[config.mk]
export PLATFORM = sky130hd
export DESIGN_NAME = hostPort
export DESIGN_NICKNAME = d
export VERILOG_FILES = /design/src/rtl/hostPortPkg.sv /design/src/rtl/hostPortCtrl.sv /design/src/rtl/hostPortData.sv /design/src/rtl/hostPort.sv
export SDC_FILE = /design/constraint.sdc
export NUM_CORES = 1
export LEC_CHECK = 0
export ABC_AREA = 1
export BUFFER_PORTS_ARGS = -buffer_cell sky130_fd_sc_hd__buf_2
export CAP_MARGIN = 20
export CORE_ASPECT_RATIO = 1.1
export CORE_UTILIZATION = 50
export CTS_CLUSTER_SIZE = 10
export DETAILED_ROUTE_END_ITERATION = 6
export PLACE_DENSITY = 0.81
export SLEW_MARGIN = 20
export SYNTH_ARGS = -nofsm -noshare
export SYNTH_HDL_FRONTEND = slang
export SYNTH_SLANG_ARGS = --single-unit
[constraint.sdc]
create_clock -name clk -period 1.5 [get_ports clk]
set_clock_uncertainty 0.2 [all_clocks]
set_input_delay 0.15 -clock clk [delete_from_list [all_inputs] [get_ports clk]]
set_output_delay 0.15 -clock clk [all_outputs]
set_load 0.03 [all_outputs]
[src/rtl/hostPortPkg.sv]
package hostPortPkg;
  typedef struct packed {
    logic opcodeLoad;
    logic dataLoad;
    logic readLoad;
    logic readHigh;
  } portStrobes_t;
endpackage

[src/rtl/hostPortCtrl.sv]
module hostPortCtrl
  import hostPortPkg::*;
#(
  parameter int SYNC_DEPTH  = 2,
  parameter int INIT_FRAMES = 2
) (
  input  logic         clk,
  input  logic         rstN,
  input  logic         framePulse,
  input  logic         selN,
  input  logic         rdN,
  input  logic         wrN,
  input  logic         cmdSel,
  output portStrobes_t strobes,
  output logic         ready,
  output logic         rdActive
);
  localparam int CW = $clog2(INIT_FRAMES + 1);
  localparam logic [3:0] IDLE_LEVELS = 4'b0111; // {cmd, wrN, rdN, selN}

  logic [SYNC_DEPTH-1:0][3:0] syncQ;
  logic selS, rdS, wrS, cmdS;
  logic prevRd, prevWr;
  logic wrRise, rdFall, accessOk;
  logic [CW-1:0] frameCnt;

  always_ff @(posedge clk) begin
    if (!rstN) begin
      syncQ <= {SYNC_DEPTH{IDLE_LEVELS}};
    end else begin
      syncQ[0] <= {cmdSel, wrN, rdN, selN};
      for (int i = 1; i < SYNC_DEPTH; i++) syncQ[i] <= syncQ[i-1];
    end
  end

  assign selS = syncQ[SYNC_DEPTH-1][0];
  assign rdS  = syncQ[SYNC_DEPTH-1][1];
  assign wrS  = syncQ[SYNC_DEPTH-1][2];
  assign cmdS = syncQ[SYNC_DEPTH-1][3];

  always_ff @(posedge clk) begin
    if (!rstN) begin
      prevRd <= 1'b1;
      prevWr <= 1'b1;
    end else begin
      prevRd <= rdS;
      prevWr <= wrS;
    end
  end

  assign wrRise   = wrS & ~prevWr;
  assign rdFall   = ~rdS & prevRd;
  assign accessOk = ready & ~selS;

  always_comb begin
    strobes.opcodeLoad = wrRise & accessOk & cmdS;
    strobes.dataLoad   = wrRise & accessOk & ~cmdS;
    strobes.readLoad   = rdFall & accessOk;
    strobes.readHigh   = cmdS;
  end

  always_ff @(posedge clk) begin
    if (!rstN)                     rdActive <= 1'b0;
    else if (rdS || selS || !ready) rdActive <= 1'b0;
    else if (strobes.readLoad)     rdActive <= 1'b1;
  end

  always_ff @(posedge clk) begin
    if (!rstN) begin
      frameCnt <= '0;
      ready    <= 1'b0;
    end else if (!ready && framePulse) begin
      if (frameCnt == CW'(INIT_FRAMES - 1)) ready <= 1'b1;
      else frameCnt <= frameCnt + 1'b1;
    end
  end

  // the bus driver may only be on for a selected port after initialization
  assert_drive_gated_R1: assert property (@(posedge clk) disable iff (!rstN)
    rdActive |-> (ready && !selS));
  // once ready, stays ready until the next reset
  assert_ready_sticky_R9: assert property (@(posedge clk) disable iff (!rstN)
    ready |=> ready);
  // a single write can never be steered to both destinations
  assert_one_dest_R2: assert property (@(posedge clk) disable iff (!rstN)
    !(strobes.opcodeLoad && strobes.dataLoad));
endmodule

[src/rtl/hostPortData.sv]
module hostPortData
  import hostPortPkg::*;
#(
  parameter int WIDTH      = 8,
  parameter int CHANNELS   = 10,
  parameter int SYNC_DEPTH = 2
) (
  input  logic                clk,
  input  logic                rstN,
  input  portStrobes_t        strobes,
  input  logic [WIDTH-1:0]    busIn,
  input  logic [CHANNELS-1:0] ovfSet,
  output logic [WIDTH-1:0]    readReg,
  output logic [WIDTH-1:0]    opcode,
  output logic                opcodeValid,
  output logic [WIDTH-1:0]    wrData,
  output logic                dataValid
);
  localparam int HI_BITS = CHANNELS - WIDTH;
  localparam int PAD     = 2 * WIDTH - CHANNELS;

  logic [SYNC_DEPTH-1:0][WIDTH-1:0] busQ;
  logic [CHANNELS-1:0] flags;

  always_ff @(posedge clk) begin
    if (!rstN) begin
      busQ <= '0;
    end else begin
      busQ[0] <= busIn;
      for (int i = 1; i < SYNC_DEPTH; i++) busQ[i] <= busQ[i-1];
    end
  end

  always_ff @(posedge clk) begin
    if (!rstN) begin
      opcode      <= '0;
      wrData      <= '0;
      opcodeValid <= 1'b0;
      dataValid   <= 1'b0;
    end else begin
      opcodeValid <= strobes.opcodeLoad;
      dataValid   <= strobes.dataLoad;
      if (strobes.opcodeLoad) opcode <= busQ[SYNC_DEPTH-1];
      if (strobes.dataLoad)   wrData <= busQ[SYNC_DEPTH-1];
    end
  end

  for (genvar ch = 0; ch < CHANNELS; ch++) begin : g_flag
    logic clrHit;
    if (ch < WIDTH) begin : g_low
      assign clrHit = strobes.readLoad & ~strobes.readHigh;
    end else begin : g_high
      assign clrHit = strobes.readLoad & strobes.readHigh;
    end
    always_ff @(posedge clk) begin
      if (!rstN)            flags[ch] <= 1'b0;
      else if (ovfSet[ch])  flags[ch] <= 1'b1;
      else if (clrHit)      flags[ch] <= 1'b0;
    end
  end

  always_ff @(posedge clk) begin
    if (!rstN) readReg <= '0;
    else if (strobes.readLoad)
      readReg <= strobes.readHigh ? {{PAD{1'b0}}, flags[CHANNELS-1:WIDTH]}
                                  : flags[WIDTH-1:0];
  end

  // a high-byte read never carries anything above the last channel
  assert_high_pad_R7: assert property (@(posedge clk) disable iff (!rstN)
    (strobes.readLoad && strobes.readHigh) |=> (readReg[WIDTH-1:HI_BITS] == '0));
  // a low-byte read with no new event leaves the low flags clear
  assert_low_clear_R8: assert property (@(posedge clk) disable iff (!rstN)
    (strobes.readLoad && !strobes.readHigh && ovfSet[WIDTH-1:0] == '0)
      |=> (flags[WIDTH-1:0] == '0));
  // a low-byte read leaves the high flags alone
  assert_high_kept_R8: assert property (@(posedge clk) disable iff (!rstN)
    (strobes.readLoad && !strobes.readHigh) |=> $stable(flags[CHANNELS-1:WIDTH]) || $past(|ovfSet[CHANNELS-1:WIDTH]));
  // an instruction pulse never coincides with an operand pulse
  assert_pulse_excl_R2: assert property (@(posedge clk) disable iff (!rstN)
    $onehot0({opcodeValid, dataValid}));
endmodule

[src/rtl/hostPort.sv]
module hostPort
  import hostPortPkg::*;
#(
  parameter int WIDTH       = 8,
  parameter int CHANNELS    = 10,
  parameter int SYNC_DEPTH  = 2,
  parameter int INIT_FRAMES = 2
) (
  input  logic                clk,
  input  logic                rstN,
  input  logic                framePulse,
  input  logic                selN,
  input  logic                rdN,
  input  logic                wrN,
  input  logic                cmdSel,
  input  logic [WIDTH-1:0]    busIn,
  output logic [WIDTH-1:0]    busOut,
  output logic                busOe,
  input  logic [CHANNELS-1:0] ovfSet,
  input  logic                serialReq,
  output logic                serialOe,
  output logic [WIDTH-1:0]    opcode,
  output logic                opcodeValid,
  output logic [WIDTH-1:0]    wrData,
  output logic                dataValid,
  output logic                ready
);
  portStrobes_t strobes;
  logic rdActive;
  logic [WIDTH-1:0] readReg;

  hostPortCtrl #(.SYNC_DEPTH(SYNC_DEPTH), .INIT_FRAMES(INIT_FRAMES)) u_ctrl (
    .clk(clk), .rstN(rstN), .framePulse(framePulse), .selN(selN), .rdN(rdN),
    .wrN(wrN), .cmdSel(cmdSel), .strobes(strobes), .ready(ready), .rdActive(rdActive)
  );

  hostPortData #(.WIDTH(WIDTH), .CHANNELS(CHANNELS), .SYNC_DEPTH(SYNC_DEPTH)) u_data (
    .clk(clk), .rstN(rstN), .strobes(strobes), .busIn(busIn), .ovfSet(ovfSet),
    .readReg(readReg), .opcode(opcode), .opcodeValid(opcodeValid),
    .wrData(wrData), .dataValid(dataValid)
  );

  assign busOe    = rstN & rdActive;
  assign busOut   = busOe ? readReg : '0;
  assign serialOe = rstN & ready & serialReq;

  // reset always wins over the bus driver
  always_comb begin
    if (!rstN) assert_reset_quiet_R1: assert (!busOe && !serialOe);
  end
  // serial driver only after initialization
  assert_serial_gate_R10: assert property (@(posedge clk) disable iff (!rstN)
    serialOe |-> ready);
endmodule

==> results.sh, run 1 <==
export IMPL_tritoncts="built"
export IMPL_post_cts_buffers=0
export IMPL_fmax_ghz=0.691
export IMPL_hpwl_um=3010
export IMPL_p_per_area_nw_per_um2=1080
export IMPL_cap_viol_max_count=0
export IMPL_area_growth_pct=31.8
export IMPL_multiInputGateArea_um2=811
export IMPL_rr_startpoint="u_ctrl.ready"
export IMPL_slowest_delay_ns=0.35
export IMPL_ys_flop_type="dfxtp_1"
export IMPL_synth_largest_area_cell="dfxtp_1"
export IMPL_rows=26
export IMPL_drt_wl_total_um=4780
export IMPL_stdcell_count=483
export IMPL_setup_viol=0
export IMPL_nets=449
export IMPL_place_congestion=0.783
export IMPL_ant_nets=0
export IMPL_path_class="flop to primary output"
export IMPL_yosys_register_bits=66
export IMPL_async_flop_share_pct=0
export IMPL_synth_distinct_cells=17
export IMPL_first_pass_iters=6
export IMPL_worst_slew_pin_slew_ns=0.389
export IMPL_clock_sinks=66
export IMPL_timing_setup_tns_ns=0
export IMPL_syn_area_um2=2490
export IMPL_die_area_um2=5270
export IMPL_antenna_cells=0
export IMPL_hold_path_class="input port to flop"
export IMPL_cp_cell_sequence="nand2_4 > nor2_2 > buf_4"
export IMPL_holdPathStages=3
export IMPL_vias=2108
export IMPL_r2r_end="u_data.flags[6]"
export IMPL_synth_top_area_share_pct=53.0
export IMPL_place_area_um2=2810
export IMPL_r2r_slack_ns=0.10
export IMPL_drive_above_1_share_pct=21.1
export IMPL_place_inst=443
export IMPL_slowest_stage="dfxtp_2"
export IMPL_ios=55
export IMPL_antenna_found_initial=0
export IMPL_setup_ws_ns=0.0535
export IMPL_synth_cells=339
export IMPL_crit_required_ns=1.15
export IMPL_grt_max_degree=37
export IMPL_cp_max_fo=9
export IMPL_crit_end="busOut[4]"
export IMPL_fillers=374
export IMPL_max_slew_margin_pct=74.0
export IMPL_die_w_um=69.3
export IMPL_die_h_um=76.1
export IMPL_post_route_period_util_pct=96.4
export IMPL_port_buffers=54
export IMPL_drv_slew=0
export IMPL_avgSynthCellArea_um2=7.36
export IMPL_finalCriticalPeriod_ns=1.45
export IMPL_clk_path_buf_depth=2
export IMPL_register_area_um2=1320
export IMPL_crit_path_start="u_ctrl.rdActive"
export IMPL_whs_ns=0.152
export IMPL_via_per_inst=4.36
export IMPL_status="completed"
export IMPL_cts_root_buffer="clkbuf_8"
export IMPL_cp_end_kind="primary output"
export IMPL_htreeDepth=3
export IMPL_synth_edff_count=0
export IMPL_syn_nets=366
export IMPL_p_leak_uw=0.00176
export IMPL_ys_seq_area_share_pct=53.0
export IMPL_crit_path_start_kind="flop"
export IMPL_place_ws_ns=0.0846
export IMPL_coreArea_um2=4720
export IMPL_grt_pass1_wl_um=7750
export IMPL_clk_pin_slew_ns=0.07
export IMPL_ys_warnings_count=0
export IMPL_ir_drop_mv=0.666
export IMPL_grt_pass1_vias=1865
export IMPL_grt_setup_unrepaired="true"
export IMPL_wl_per_cell_um=9.90
export IMPL_drc=0
export IMPL_overflow=0
export IMPL_numCtsBuffers=9
export IMPL_finalHoldViolCount=0
export IMPL_grtUsageTotal_pct=19.2
export IMPL_arrival_ns=1.10
export IMPL_start_util_pct=52.9
export IMPL_drtIter0Drc=115
export IMPL_clock_latency_ns=0.34
export IMPL_synth_area_leaders="dfxtp_1 (53%), inv_1 (13%), nand2_1 (13%), nand3_1 (4.8%), nor2_1 (4.7%)"
export IMPL_reg2reg_depth=5
export IMPL_fin_area_um2=3290
placed cells by master, fill, tap and decap left out:
master,count
a21oi_1,21
buf_2,47
buf_4,8
bufinv_16,1
clkbuf_1,3
clkbuf_4,3
clkbuf_8,11
clkinv_2,1
dfxtp_1,64
dfxtp_2,2
dlygate4sd3_1,24
ha_1,1
inv_1,86
inv_2,1
nand2_1,82
nand2_2,1
nand2_4,4
nand3_1,23
nand3_2,1
nor2_1,30
nor2_2,1
nor2_4,1
nor2_8,1
nor3_1,1
o21ai_0,2
or2_2,7
cells in the mapped netlist, types with 2 or more instances:
cell type  number
a21oi_1        21
inv_1          86
buf_2           6
o21ai_0         2
nand2_4         3
nand2_1        84
clkbuf_1        3
dfxtp_1        66
nor2_1         31
or2_2           7
nand3_1        24
worst min-delay path by stage:
stage / startpoint / end / slack [ns]
after floorplan: cmdSel / u_ctrl.syncQ[3] / 0.05
after global placement: busIn[6] / u_data.busQ[6] / 0.13
after detailed placement: busIn[5] / u_data.busQ[5] / 0.13
after CTS: rstN / u_data.dataValid / 0.12
after global routing: rstN / u_ctrl.strobes[0] / 0.18
final: rstN / u_data.opcodeValid / 0.15
timing repair:
item                                   CTS  global route
hold buffers                            24             0
setup endpoints to repair                9            17
gates resized for setup                  1            16
endpoints found under the hold margin   27             0
sequential cells by signal, indices dropped and copies added (netlist names):
signal	flops
u_data.wrData	8
u_ctrl.rdS	1
u_data.readReg	8
u_data.opcode	8
u_ctrl.prevRd	1
u_data.flags	10
u_ctrl.ready	1
u_ctrl.frameCnt	2
u_ctrl.rdActive	1
u_data.busQ	16
u_ctrl.syncQ	5
u_ctrl.prevWr	1
u_data.dataValid	1
u_data.opcodeValid	1
u_ctrl.selS	1
u_ctrl.strobes	1
routing by layer:
metal,track usage (%),share of wire (%),up-vias
met2,29.2,47,66
met3,8.60,6.0,11
met5,0,0,-
li1,-,-,1143
met4,11.6,2.6,0
met1,22.0,44,888
report_power, final:
group / total [uW] / switching (uW) / internal (uW)
logic: 239 / 122 / 118
registers: 1840 / 25.5 / 1810
clock network: 1460 / 605 / 858
total: 3540 / 752 / 2790
worst max-delay path, delay by kind of cell, from the launching register on:
family                 cells  cell delay, ns
buffers and inverters      1            0.19
and+or+nand+nor            2            0.22
DFF                        1            0.35
cell families (layout without fill, tap and decap cells):
group	count (synthesis)	count (layout)	synth area share (%)
compound gates	23	23	4.62
fa+ha+maj	1	1	0.502
buf+inv	97	185	15.2
flops	66	66	53.0
simple gates	152	152	26.7
metrics by stage:
stage	power, uW	utilization, %
after detailed placement	2070	59.6
after global placement	2060	59.6
after floorplan	2000	-
after global routing	3700	69.7
after CTS	3570	69.0
final	3540	69.7
area by class of cell:
| class | instances | area share (%) |
|---|---|---|
| Sequential cell | 66 | 40.3 |
| Timing Repair Buffer | 82 | 17.0 |
| Multi-Input combinational cell | 176 | 24.7 |
| Clock inverter | 2 | 1.07 |
| Inverter | 87 | 9.94 |
| Tap cell | 56 | 2.13 |
| Clock buffer | 14 | 4.95 |
Power figures use the tool's default switching activity.
==> inputs of run 2 (changes only) <==
- CELL_PAD_IN_SITES_DETAIL_PLACEMENT: not set -> 0
- CELL_PAD_IN_SITES_GLOBAL_PLACEMENT: not set -> 1
- CORE_UTILIZATION: 50 -> 38
- PLACE_DENSITY: 0.81 -> 0.85
==> run 2 against run 1 <==
Net effect:
- non-clock buffer count unchanged
- sequential share of layout area decreased by 0.47 points
- count of clock-buffer cells in the layout decreased by 3
==> results.sh, run 2 (synthesized netlist as in run 1, its figures left out) <==
export IMPL_status="completed"
export IMPL_first_pass_iters=4
export IMPL_p_leak_uw=0.00177
export IMPL_fmax_ghz=0.699
export IMPL_htreeDepth=3
export IMPL_cp_cell_sequence="nand2_4 > nor2_1 > buf_4"
export IMPL_fillers=617
export IMPL_grt_max_degree=23
export IMPL_cts_root_buffer="clkbuf_8"
export IMPL_drv_slew=0
export IMPL_cp_max_fo=9
export IMPL_cp_end_kind="primary output"
export IMPL_die_w_um=79.2
export IMPL_cap_viol_max_count=0
export IMPL_rows=30
export IMPL_area_growth_pct=33.4
export IMPL_drt_wl_total_um=4870
export IMPL_clk_path_buf_depth=2
export IMPL_worst_slew_pin_slew_ns=0.260
export IMPL_crit_path_start_kind="flop"
export IMPL_hold_path_class="input port to flop"
export IMPL_regMostFlops="u_data.busQ"
export IMPL_hpwl_um=3230
export IMPL_grtUsageTotal_pct=15.6
export IMPL_grt_setup_unrepaired="false"
export IMPL_die_area_um2=6890
export IMPL_nets=449
export IMPL_p_per_area_nw_per_um2=1100
export IMPL_path_buf_inv=1
export IMPL_die_h_um=87.0
export IMPL_antenna_found_initial=0
export IMPL_clock_sinks=66
export IMPL_clock_latency_ns=0.33
export IMPL_cp_top_family="flip-flops"
export IMPL_post_route_period_util_pct=95.4
export IMPL_ant_nets=0
export IMPL_slowest_delay_ns=0.35
export IMPL_ios=55
export IMPL_start_util_pct=39.8
export IMPL_rr_startpoint="u_ctrl.selS"
export IMPL_highest_signal_layer="met4"
export IMPL_largest_reg_flops=16
export IMPL_via_per_inst=4.14
export IMPL_vias=2092
export IMPL_arrival_ns=1.08
export IMPL_final_common_cell="inv_1"
export IMPL_crit_path_start="u_ctrl.rdActive"
export IMPL_coreArea_um2=6270
export IMPL_slowest_stage="dfxtp_2"
export IMPL_place_congestion=0.756
export IMPL_finalCriticalPeriod_ns=1.43
export IMPL_whs_ns=0.0742
export IMPL_tritoncts="built"
export IMPL_wl_per_cell_um=9.64
export IMPL_crit_required_ns=1.15
export IMPL_overflow=0
export IMPL_drive_above_1_share_pct=21.4
export IMPL_clk_pin_slew_ns=0.06
export IMPL_finalHoldViolCount=0
export IMPL_numCtsBuffers=9
export IMPL_top_regs="u_data.busQ: 16 flops, u_data.flags: 10 flops"
export IMPL_path_class="flop to primary output"
export IMPL_grt_pass1_wl_um=7980
export IMPL_drt_met1_wl_um=2270
export IMPL_setup_viol=0
export IMPL_mostFrequentLayoutCells="inv_1 (86), nand2_1 (82), dfxtp_1 (64), buf_2 (46), nor2_1 (30)"
export IMPL_met3_length_um=202
export IMPL_dr_wl_met2_um=2290
export IMPL_antenna_cells=0
export IMPL_port_buffers=54
export IMPL_timing_setup_tns_ns=0
export IMPL_hp_start="rstN"
export IMPL_ir_drop_mv=0.623
export IMPL_drc=0
export IMPL_drtIter0Drc=97
export IMPL_grt_pass1_vias=1876
export IMPL_max_slew_margin_pct=82.7
-- run 2: cell types whose count changed in the layout (fill, tap and decap cells not counted) --
| cell | previous run | this run |
|---|---|---|
| clkbuf_4 | 3 | 0 |
| clkbuf_8 | 11 | 10 |
| dlygate4sd3_1 | 24 | 23 |
| buf_2 | 47 | 46 |
| bufinv_16 | 1 | 2 |
| buf_4 | 8 | 13 |
| clkbuf_1 | 3 | 1 |
-- run 2: routing by layer --
metal	up-vias	global-route usage, %
li1	1142	-
met1	881	18.6
met2	60	24.1
met3	9	4.71
met4	0	10.2
met5	-	0
-- run 2: final timing paths --
path	to	slack [ns]	cells past startpoint
worst min-delay path	u_ctrl.prevRd	0.07	3
worst max register to register	u_data.opcode[7]	0.12	7
worst max-delay path	busOut[0]	0.07	3
worst min register to register	u_ctrl.syncQ[6]	0.21	1
-- run 2: area by class of cell --
cell class | count | area [um^2] | share of cell area [%]
inverter | 87 | 327 | 9.82
clock buffer | 11 | 141 | 4.25
sequential | 66 | 1320 | 39.8
multi-input combinational | 176 | 811 | 24.4
tap | 80 | 100 | 3.01
clock inverter | 3 | 65.1 | 1.96
timing repair buffer | 82 | 558 | 16.8
-- run 2: metrics by stage --
| step | cells | power [uW] | cell area [um^2] | utilization (%) | setup WS [ns] |
|---|---|---|---|---|---|
| finish | 505 | 3660 | 3330 | 53.1 | 0.0693 |
| detailed placement | 468 | 2070 | 2850 | 45.5 | 0.108 |
| global route | 505 | 3820 | 3330 | 53.1 | 0.00652 |
| floorplan | 339 | 2000 | 2490 | - | 0.149 |
| global placement | 468 | 2070 | 2850 | 45.5 | 0.140 |
| CTS | 505 | 3700 | 3310 | 52.8 | 0.00174 |
-- run 2: worst register-to-register path: cells and delay by family, from the launching register on --
| kind | cells | cell delay [ns] |
|---|---|---|
| DFF | 1 | 0.32 |
| and+or+nand+nor | 5 | 0.67 |
| buffers and inverters | 2 | 0.13 |
-- run 2: timing repair --
item,CTS,global route
pin swaps,0,0
buffers inserted,0,0
setup endpoints to repair,9,20
endpoints found under the hold margin,25,0
gates cloned,0,0
hold buffers,23,0
resized for setup,9,5
-- run 2: where the power goes --
group	internal (uW)	switching [uW]
registers	1810	25.8
logic	118	122
clock network	961	616
total	2890	764
